[config.mk]
export PLATFORM = sky130hd
export DESIGN_NAME = tau_block_recoder
export DESIGN_NICKNAME = d
export VERILOG_FILES = /design/src/rtl/tbr_pkg.sv /design/src/rtl/tbr_ctrl.sv /design/src/rtl/tbr_datapath.sv /design/src/rtl/tau_block_recoder.sv
export SDC_FILE = /design/constraint.sdc
export NUM_CORES = 2
export LEC_CHECK = 0
export BUFFER_PORTS_ARGS = -buffer_cell sky130_fd_sc_hd__buf_4
export CAP_MARGIN = 0
export CORE_MARGIN = 2
export CORE_UTILIZATION = 30
export DETAILED_ROUTE_END_ITERATION = 16
export GPL_TIMING_DRIVEN = 0
export PLACE_DENSITY = 0.53
export SETUP_SLACK_MARGIN = 0.2
export SLEW_MARGIN = 20
export SYNTH_ARGS = -nofsm -noshare
export SYNTH_HDL_FRONTEND = slang
export SYNTH_MEMORY_MAX_BITS = 65536
export SYNTH_SLANG_ARGS = --single-unit
[constraint.sdc]
create_clock -name clk -period 11 [get_ports clk]
set_input_delay 0.55 -clock clk [delete_from_list [all_inputs] [get_ports clk]]
set_output_delay 0.55 -clock clk [all_outputs]
set_load 0.02 [all_outputs]
[src/rtl/tbr_pkg.sv]
package tbr_pkg;

  typedef enum logic [1:0] {
    ST_IDLE,
    ST_EXPAND,
    ST_EMIT,
    ST_FIN
  } tbrState_e;

  // strobes from the controller to the datapath
  typedef struct packed {
    logic load;      // capture pair, clear group, index and statistics
    logic step;      // one division by tau, digit into the group
    logic flushGrp;  // group finished: clear it, advance the group index
    logic takeTerm;  // offered term accepted
  } tbrCtl_s;

endpackage

[src/rtl/tbr_ctrl.sv]
module tbr_ctrl
  import tbr_pkg::*;
(
  input  logic    clk,
  input  logic    rstN,
  input  logic    start,
  input  logic    termReady,
  input  logic    pairZero,
  input  logic    posLast,
  input  logic    grpNonzero,
  input  logic    entryEmpty,
  input  logic    lastTerm,
  output tbrCtl_s ctl,
  output logic    busy,
  output logic    done,
  output logic    termValid
);

  tbrState_e stateQ, stateD;

  always_ff @(posedge clk or negedge rstN) begin
    if (!rstN) stateQ <= ST_IDLE;
    else       stateQ <= stateD;
  end

  always_comb begin
    stateD    = stateQ;
    ctl       = '0;
    termValid = 1'b0;
    unique case (stateQ)
      ST_IDLE: begin
        if (start) begin
          ctl.load = 1'b1;
          stateD   = ST_EXPAND;
        end
      end
      ST_EXPAND: begin
        if (pairZero) begin
          stateD = grpNonzero ? ST_EMIT : ST_FIN;
        end else begin
          ctl.step = 1'b1;
          if (posLast) stateD = ST_EMIT;
        end
      end
      ST_EMIT: begin
        if (entryEmpty) begin
          ctl.flushGrp = 1'b1;
          stateD       = ST_EXPAND;
        end else begin
          termValid = 1'b1;
          if (termReady) begin
            ctl.takeTerm = 1'b1;
            if (lastTerm) begin
              ctl.flushGrp = 1'b1;
              stateD       = ST_EXPAND;
            end
          end
        end
      end
      ST_FIN: stateD = ST_IDLE;
      default: stateD = ST_IDLE;
    endcase
  end

  assign busy = (stateQ == ST_EXPAND) || (stateQ == ST_EMIT);
  assign done = (stateQ == ST_FIN);

  AST_VALID_HELD: assert property (@(posedge clk) disable iff (!rstN)
    termValid && !termReady |=> termValid);
  AST_DONE_PULSE: assert property (@(posedge clk) disable iff (!rstN)
    done |=> !done && !busy);
  AST_DONE_NOT_BUSY: assert property (@(posedge clk) disable iff (!rstN)
    done |-> !busy && !termValid);
  AST_START_IGNORED: assert property (@(posedge clk) disable iff (!rstN)
    busy && start |-> !ctl.load);

endmodule

[src/rtl/tbr_datapath.sv]
module tbr_datapath
  import tbr_pkg::*;
#(
  parameter int IN_W  = 16,
  parameter int W     = 7,
  parameter int MAXT  = 4,
  parameter int LA_W  = 4,
  parameter int B_W   = 4,
  parameter int A_W   = 8,
  parameter int D_W   = 8,
  parameter int MU    = 1,
  localparam int TW    = 1 + LA_W + B_W,
  localparam int CNT_W = $clog2(MAXT + 1),
  localparam int ENT_W = CNT_W + MAXT * TW
) (
  input  logic             clk,
  input  logic             rstN,
  input  tbrCtl_s          ctl,
  input  logic [IN_W-1:0]  pairR0,
  input  logic [IN_W-1:0]  pairR1,
  input  logic             tblWe,
  input  logic [W-1:0]     tblAddr,
  input  logic [ENT_W-1:0] tblData,
  output logic             pairZero,
  output logic             posLast,
  output logic             grpNonzero,
  output logic             entryEmpty,
  output logic             lastTerm,
  output logic             termNeg,
  output logic [A_W-1:0]   termA,
  output logic [B_W-1:0]   termB,
  output logic [B_W-1:0]   maxB,
  output logic [D_W-1:0]   termTotal
);

  localparam int R_W   = IN_W + 3;
  localparam int POS_W = $clog2(W + 1);
  localparam int TBL_N = 1 << W;

  // remainder pair
  logic signed [R_W-1:0] r0Q, r1Q, digitS, r0Even, halfV, u0, u1;
  logic                  digit;

  assign digit  = r0Q[0];
  assign digitS = {{(R_W-1){1'b0}}, digit};
  assign r0Even = r0Q - digitS;
  assign halfV  = r0Even >>> 1;

  generate
    if (MU > 0) begin : g_muPos
      assign u0 = r1Q + halfV;
    end else begin : g_muNeg
      assign u0 = r1Q - halfV;
    end
  endgenerate
  assign u1 = -halfV;

  always_ff @(posedge clk or negedge rstN) begin
    if (!rstN) begin
      r0Q <= '0;
      r1Q <= '0;
    end else if (ctl.load) begin
      r0Q <= {{(R_W-IN_W){pairR0[IN_W-1]}}, pairR0};
      r1Q <= {{(R_W-IN_W){pairR1[IN_W-1]}}, pairR1};
    end else if (ctl.step) begin
      r0Q <= u0;
      r1Q <= u1;
    end
  end

  assign pairZero = (r0Q == '0) && (r1Q == '0);

  // group assembly
  logic [W-1:0]     grpQ;
  logic [POS_W-1:0] posQ;
  logic [A_W-1:0]   grpIdxQ;

  always_ff @(posedge clk or negedge rstN) begin
    if (!rstN) begin
      grpQ    <= '0;
      posQ    <= '0;
      grpIdxQ <= '0;
    end else if (ctl.load) begin
      grpQ    <= '0;
      posQ    <= '0;
      grpIdxQ <= '0;
    end else if (ctl.flushGrp) begin
      grpQ    <= '0;
      posQ    <= '0;
      grpIdxQ <= grpIdxQ + 1'b1;
    end else if (ctl.step) begin
      grpQ[posQ[$clog2(W)-1:0]] <= digit;
      posQ <= posQ + 1'b1;
    end
  end

  assign posLast    = (posQ == POS_W'(W - 1));
  assign grpNonzero = |grpQ;

  // expansion table
  logic [ENT_W-1:0] tblMem [TBL_N];

  always_ff @(posedge clk) begin
    if (tblWe) tblMem[tblAddr] <= tblData;
  end

  logic [ENT_W-1:0] entry;
  logic [CNT_W-1:0] rawCnt, effCnt, slotQ;
  logic [TW-1:0]    curTerm;
  logic [LA_W-1:0]  localA;

  assign entry   = tblMem[grpQ];
  assign rawCnt  = entry[ENT_W-1 -: CNT_W];
  assign effCnt  = (rawCnt > CNT_W'(MAXT)) ? CNT_W'(MAXT) : rawCnt;
  assign curTerm = entry[int'(slotQ) * TW +: TW];

  assign entryEmpty = (effCnt == '0);
  assign lastTerm   = (slotQ == effCnt - 1'b1);

  assign termNeg = curTerm[TW-1];
  assign localA  = curTerm[TW-2 -: LA_W];
  assign termB   = curTerm[B_W-1:0];
  assign termA   = grpIdxQ * A_W'(W) + A_W'(localA);

  // slot pointer and statistics
  always_ff @(posedge clk or negedge rstN) begin
    if (!rstN) begin
      slotQ     <= '0;
      maxB      <= '0;
      termTotal <= '0;
    end else if (ctl.load) begin
      slotQ     <= '0;
      maxB      <= '0;
      termTotal <= '0;
    end else begin
      if (ctl.flushGrp)      slotQ <= '0;
      else if (ctl.takeTerm) slotQ <= slotQ + 1'b1;
      if (ctl.takeTerm) begin
        termTotal <= termTotal + 1'b1;
        if (termB > maxB) maxB <= termB;
      end
    end
  end

  AST_NO_OVERFLOW: assert property (@(posedge clk) disable iff (!rstN)
    ctl.step |-> (u0[R_W-1] == u0[R_W-2]) && (u1[R_W-1] == u1[R_W-2]));
  AST_POS_RANGE: assert property (@(posedge clk) disable iff (!rstN)
    ctl.step |-> posQ < POS_W'(W));
  AST_TOTAL_STEP: assert property (@(posedge clk) disable iff (!rstN)
    ctl.takeTerm && !ctl.load |=> termTotal == $past(termTotal) + 1'b1);
  AST_MAXB_COVERS: assert property (@(posedge clk) disable iff (!rstN)
    ctl.takeTerm && !ctl.load |=> maxB >= $past(termB));
  AST_LOAD_CLEARS: assert property (@(posedge clk) disable iff (!rstN)
    ctl.load |=> termTotal == '0 && maxB == '0 && grpIdxQ == '0);

endmodule

[src/rtl/tau_block_recoder.sv]
module tau_block_recoder
  import tbr_pkg::*;
#(
  parameter int IN_W  = 16,
  parameter int W     = 7,
  parameter int MAXT  = 4,
  parameter int LA_W  = 4,
  parameter int B_W   = 4,
  parameter int A_W   = 8,
  parameter int D_W   = 8,
  parameter int MU    = 1,
  localparam int ENT_W = $clog2(MAXT + 1) + MAXT * (1 + LA_W + B_W)
) (
  input  logic             clk,
  input  logic             rstN,
  input  logic             start,
  input  logic [IN_W-1:0]  pairR0,
  input  logic [IN_W-1:0]  pairR1,
  output logic             busy,
  output logic             done,
  output logic             termValid,
  input  logic             termReady,
  output logic             termNeg,
  output logic [A_W-1:0]   termA,
  output logic [B_W-1:0]   termB,
  output logic [B_W-1:0]   maxB,
  output logic [D_W-1:0]   termTotal,
  input  logic             tblWe,
  input  logic [W-1:0]     tblAddr,
  input  logic [ENT_W-1:0] tblData
);

  tbrCtl_s ctl;
  logic    pairZero, posLast, grpNonzero, entryEmpty, lastTerm;

  tbr_ctrl u_ctrl (
    .clk        (clk),
    .rstN       (rstN),
    .start      (start),
    .termReady  (termReady),
    .pairZero   (pairZero),
    .posLast    (posLast),
    .grpNonzero (grpNonzero),
    .entryEmpty (entryEmpty),
    .lastTerm   (lastTerm),
    .ctl        (ctl),
    .busy       (busy),
    .done       (done),
    .termValid  (termValid)
  );

  tbr_datapath #(
    .IN_W (IN_W),
    .W    (W),
    .MAXT (MAXT),
    .LA_W (LA_W),
    .B_W  (B_W),
    .A_W  (A_W),
    .D_W  (D_W),
    .MU   (MU)
  ) u_dp (
    .clk        (clk),
    .rstN       (rstN),
    .ctl        (ctl),
    .pairR0     (pairR0),
    .pairR1     (pairR1),
    .tblWe      (tblWe),
    .tblAddr    (tblAddr),
    .tblData    (tblData),
    .pairZero   (pairZero),
    .posLast    (posLast),
    .grpNonzero (grpNonzero),
    .entryEmpty (entryEmpty),
    .lastTerm   (lastTerm),
    .termNeg    (termNeg),
    .termA      (termA),
    .termB      (termB),
    .maxB       (maxB),
    .termTotal  (termTotal)
  );

  AST_PAYLOAD_STABLE: assert property (@(posedge clk) disable iff (!rstN)
    termValid && !termReady |=> $stable(termNeg) && $stable(termA) && $stable(termB));
  AST_BUSY_AFTER_START: assert property (@(posedge clk) disable iff (!rstN)
    start && !busy && !done |=> busy);

endmodule

==> results.ini <==
[floorplanning]
die_w_um=812
die_area_um2=659000
die_h_um=812
rows=296
initial_utilization=0.301
io_pins=111
core-area_um2=650000

[clocking]
cts-root-buf=clkbuf_16
clkTransAtPathRegs_ns=0.06
cts_max_level=6
cts_buffers=530
cts_resized=0
clock_path_buffers=4
clock-sinks=5065
cts_tree=built
clk_latency_ns=1.15

[worst_setup_path]
arrival_ns=9.93
crit_chain=buf_4 > buf_2 > buf_2 > buf_2 > clkbuf_1 > buf_1 > mux4_2 > mux4_2 > nand2_1 > a21oi_1 > a211oi_1 > o21ai_0 > o221ai_1 > fa_1 > inv_1 > ha_1 > a21oi_1 > o21bai_1 > a21o_1 > a21oi_1 > xnor2_1 > buf_4
critPathTopFamily=buffers and inverters
crit_fanout=10
worstSetupEndpointType=output pin
r2r_cells=19
path_buf_inv=8
critical_path_class=reg -> out
regToRegSetupSlack_ns=1.96
r2r-end=u_dp.grpQ[3]
slowest_stage=clkbuf_1
r2r-start=u_dp.grpQ[4]
crit_required_ns=10.45
critPathLaunchType=flip-flop
max_stage_delay_ns=0.90

[cells_and_area]
nNetsFinal=9592
drive_above_1_share=0.356
finalNonFillerCells=18500
num-fill-cells=58200
area_delta_synth_final_pct=22.0

[sta]
tns_ns=0
worst_pin_slew_ns=1.28
hold_violations=89
final.period_utilization=0.953
min_period_ns=10.48
rsz0062_at_grt=no
slew_headroom=0.149
finalClockSkew_ns=0.0701
maxSlewViolCount=0
timing.fmax_mhz=95.4
finalSetupViolations=0
hold_ws_ns=-0.0496

[global_route]
grt_first_pass_wirelength_um=1020000
grt_overflow=0
antenna_found_initial=50
grt_max_degree=129
grt_usage=0.236
grt_pass1_vias=102000

[synthesis]
synth_nets=8274
ys_types=67
ys.flop_type=edfxtp_1
ys_seq_area_frac=0.775
synth_warnings=0
yosys_register_bits=5065
syn_inst=8132
synth_area_um2=196000
synthArstFlopShare=0.0144
synth_edf_count=4992
avgSynthCellArea_um2=24.1

[drt]
drtPass1Iterations=6
wirelength_um=802000
wl_per_cell_um=43.2
drt-initial-drc-count=22600
ant_nets=0
drc=0
vias=109000
via_per_inst=5.89

[outcome]
outcome=finished with violations
violations=negative hold slack

[pwr]
power.total_mw=53.2
power_leakage_nw=73.2
ir_drop_mv=0.204
power_per_cell_area_nw_per_um2=223

[placed_design]
gp_congestion=0.862
placed_cells=17500
port_buffers=106
hpwl_um=567000

[flow_run]
max_cap_viol_count=0

[worst_hold_path]
hp-start=tblData[21]
whs_path_depth=1
hp-class=in -> reg
min_delay_worst_endpoint=u_dp.tblMem[76][21]

## cell type report
class,instances,area [um^2],area share
plain buffers,443,2400,0.0100
flip-flops and latches,5065,152000,0.636
repair buffers,786,14500,0.0605
multi-input cells,2587,42600,0.178
clock inverters,264,2310,0.00966
well taps,8642,10800,0.0453
inverters,37,139,0.000582
clock buffers,687,14200,0.0597
diodes,30,75.1,0.000314
## worst max-delay path by stage
stage	startpoint	endpoint	cells after the start
2_1_floorplan	u_dp.grpQ[0]	termA[7]	23
3_3_place_gp	tblAddr[3]	u_dp.tblMem[74][19]	4
3_5_place_dp	u_dp.grpQ[1]	termA[7]	22
4_1_cts	u_dp.grpQ[1]	termA[7]	22
5_1_grt	u_dp.grpQ[1]	termA[7]	22
6_report	u_dp.grpQ[1]	termA[7]	22
## report_power, final
group	internal [mW]	total, mW	switching, mW
clock network	9.78	17.5	7.76
logic	5.18	14.1	8.91
registers	21.4	21.6	0.176
## cell families after synthesis
logic type / Yosys count / synth area share
AOI/OAI and AO/OA: 298 / 0.00975
xor gates and xnor gates: 44 / 0.00197
adders and majority gates: 59 / 0.00412
buffers and inverters: 480 / 0.0125
DFF: 5065 / 0.775
muxes: 1633 / 0.184
and+or+nand+nor: 553 / 0.0126
## cells in the final DEF, fill, tap and decap left out, types with 88 or more instances in the layout
| master | instances |
|---|---|
| edfxtp_1 | 4992 |
| mux4_2 | 1571 |
| clkbuf_16 | 546 |
| buf_12 | 328 |
| clkbuf_1 | 214 |
| buf_2 | 210 |
| buf_4 | 207 |
| buf_16 | 201 |
| nand2_1 | 136 |
| nor2_4 | 119 |
| clkinv_1 | 114 |
| nor2_1 | 109 |
| a21oi_1 | 88 |
## flip-flops by register name, summed over array words and instances, names as in the netlist
name            count
u_dp.r0Q           19
u_dp.slotQ          3
u_dp.grpQ           7
u_dp.posQ           3
u_dp.maxB           4
u_dp.termTotal      8
u_dp.r1Q           19
u_dp.grpIdxQ        8
u_dp.tblMem      4992
u_ctrl.stateQ       2
## per-stage QoR
stage | setup slack [ns] | instance area (um^2) | util
6_report | 0.521 | 239000 | 0.367
5_1_grt | 0.463 | 239000 | 0.367
4_1_cts | 0.795 | 238000 | 0.367
3_5_place_dp | 1.97 | 221000 | 0.341
3_3_place_gp | -2.77 | 207000 | 0.319
2_1_floorplan | 5.32 | 196000 | -
## per-layer routing
metal / track usage / share of wire
met1: 0.314 / 0.36
met4: 0.112 / 0.058
met3: 0.0766 / 0.14
met2: 0.352 / 0.44
met5: 0.00275 / 0.00053
## Yosys cell counts (all sizes together), types with 7 or more instances
master | instances | area share
xnor2 | 23 | 0.0010
buf | 318 | 0.0094
inv | 37 | 0.00071
a31oi | 22 | 0.00070
a22o | 9 | 0.00040
and2 | 10 | 0.00032
nor2b | 18 | 0.00058
nand4 | 12 | 0.00038
edfxtp | 4992 | 0.77
ha | 50 | 0.0032
or3 | 10 | 0.00032
a211oi | 9 | 0.00035
a221oi | 9 | 0.00040
fa | 9 | 0.00092
mux4 | 1571 | 0.18
dfrtp | 73 | 0.0093
and3 | 7 | 0.00022
nor2 | 230 | 0.0044
mux2i | 56 | 0.0029
o211ai | 8 | 0.00031
nand3 | 45 | 0.0012
a21o | 7 | 0.00027
nand2 | 136 | 0.0026
nor4 | 8 | 0.00026
nand2b | 10 | 0.00032
o21ai | 55 | 0.0014
xor2 | 21 | 0.00094
a21oi | 89 | 0.0023
nor3 | 46 | 0.0012
clkbuf | 125 | 0.0024
a22oi | 40 | 0.0015
## worst register-to-register path, stage by stage, from the launching register on
cell and delay, ns:
dfrtp_1 0.52, clkbuf_1 0.31, inv_1 0.15, clkbuf_1 0.81
buf_2 1.02, buf_2 0.88, nor2_1 0.50, clkbuf_2 0.52
a22oi_1 0.71, a21oi_1 0.20, o21ai_0 0.35, ha_1 0.22
ha_1 0.24, xor2_1 0.12, and3_1 0.41, nand3_1 0.12
o211ai_1 0.89, or2_1 0.47, buf_2 0.37, nor2_1 0.10
## repair_timing
| action | 4_1_cts | 5_1_grt |
|---|---|---|
| hold buffers | 35 | 6 |
| setup buffers | 0 | 0 |
| hold endpoints to repair | 153 | 220 |
(Power assumes the default switching activity.)
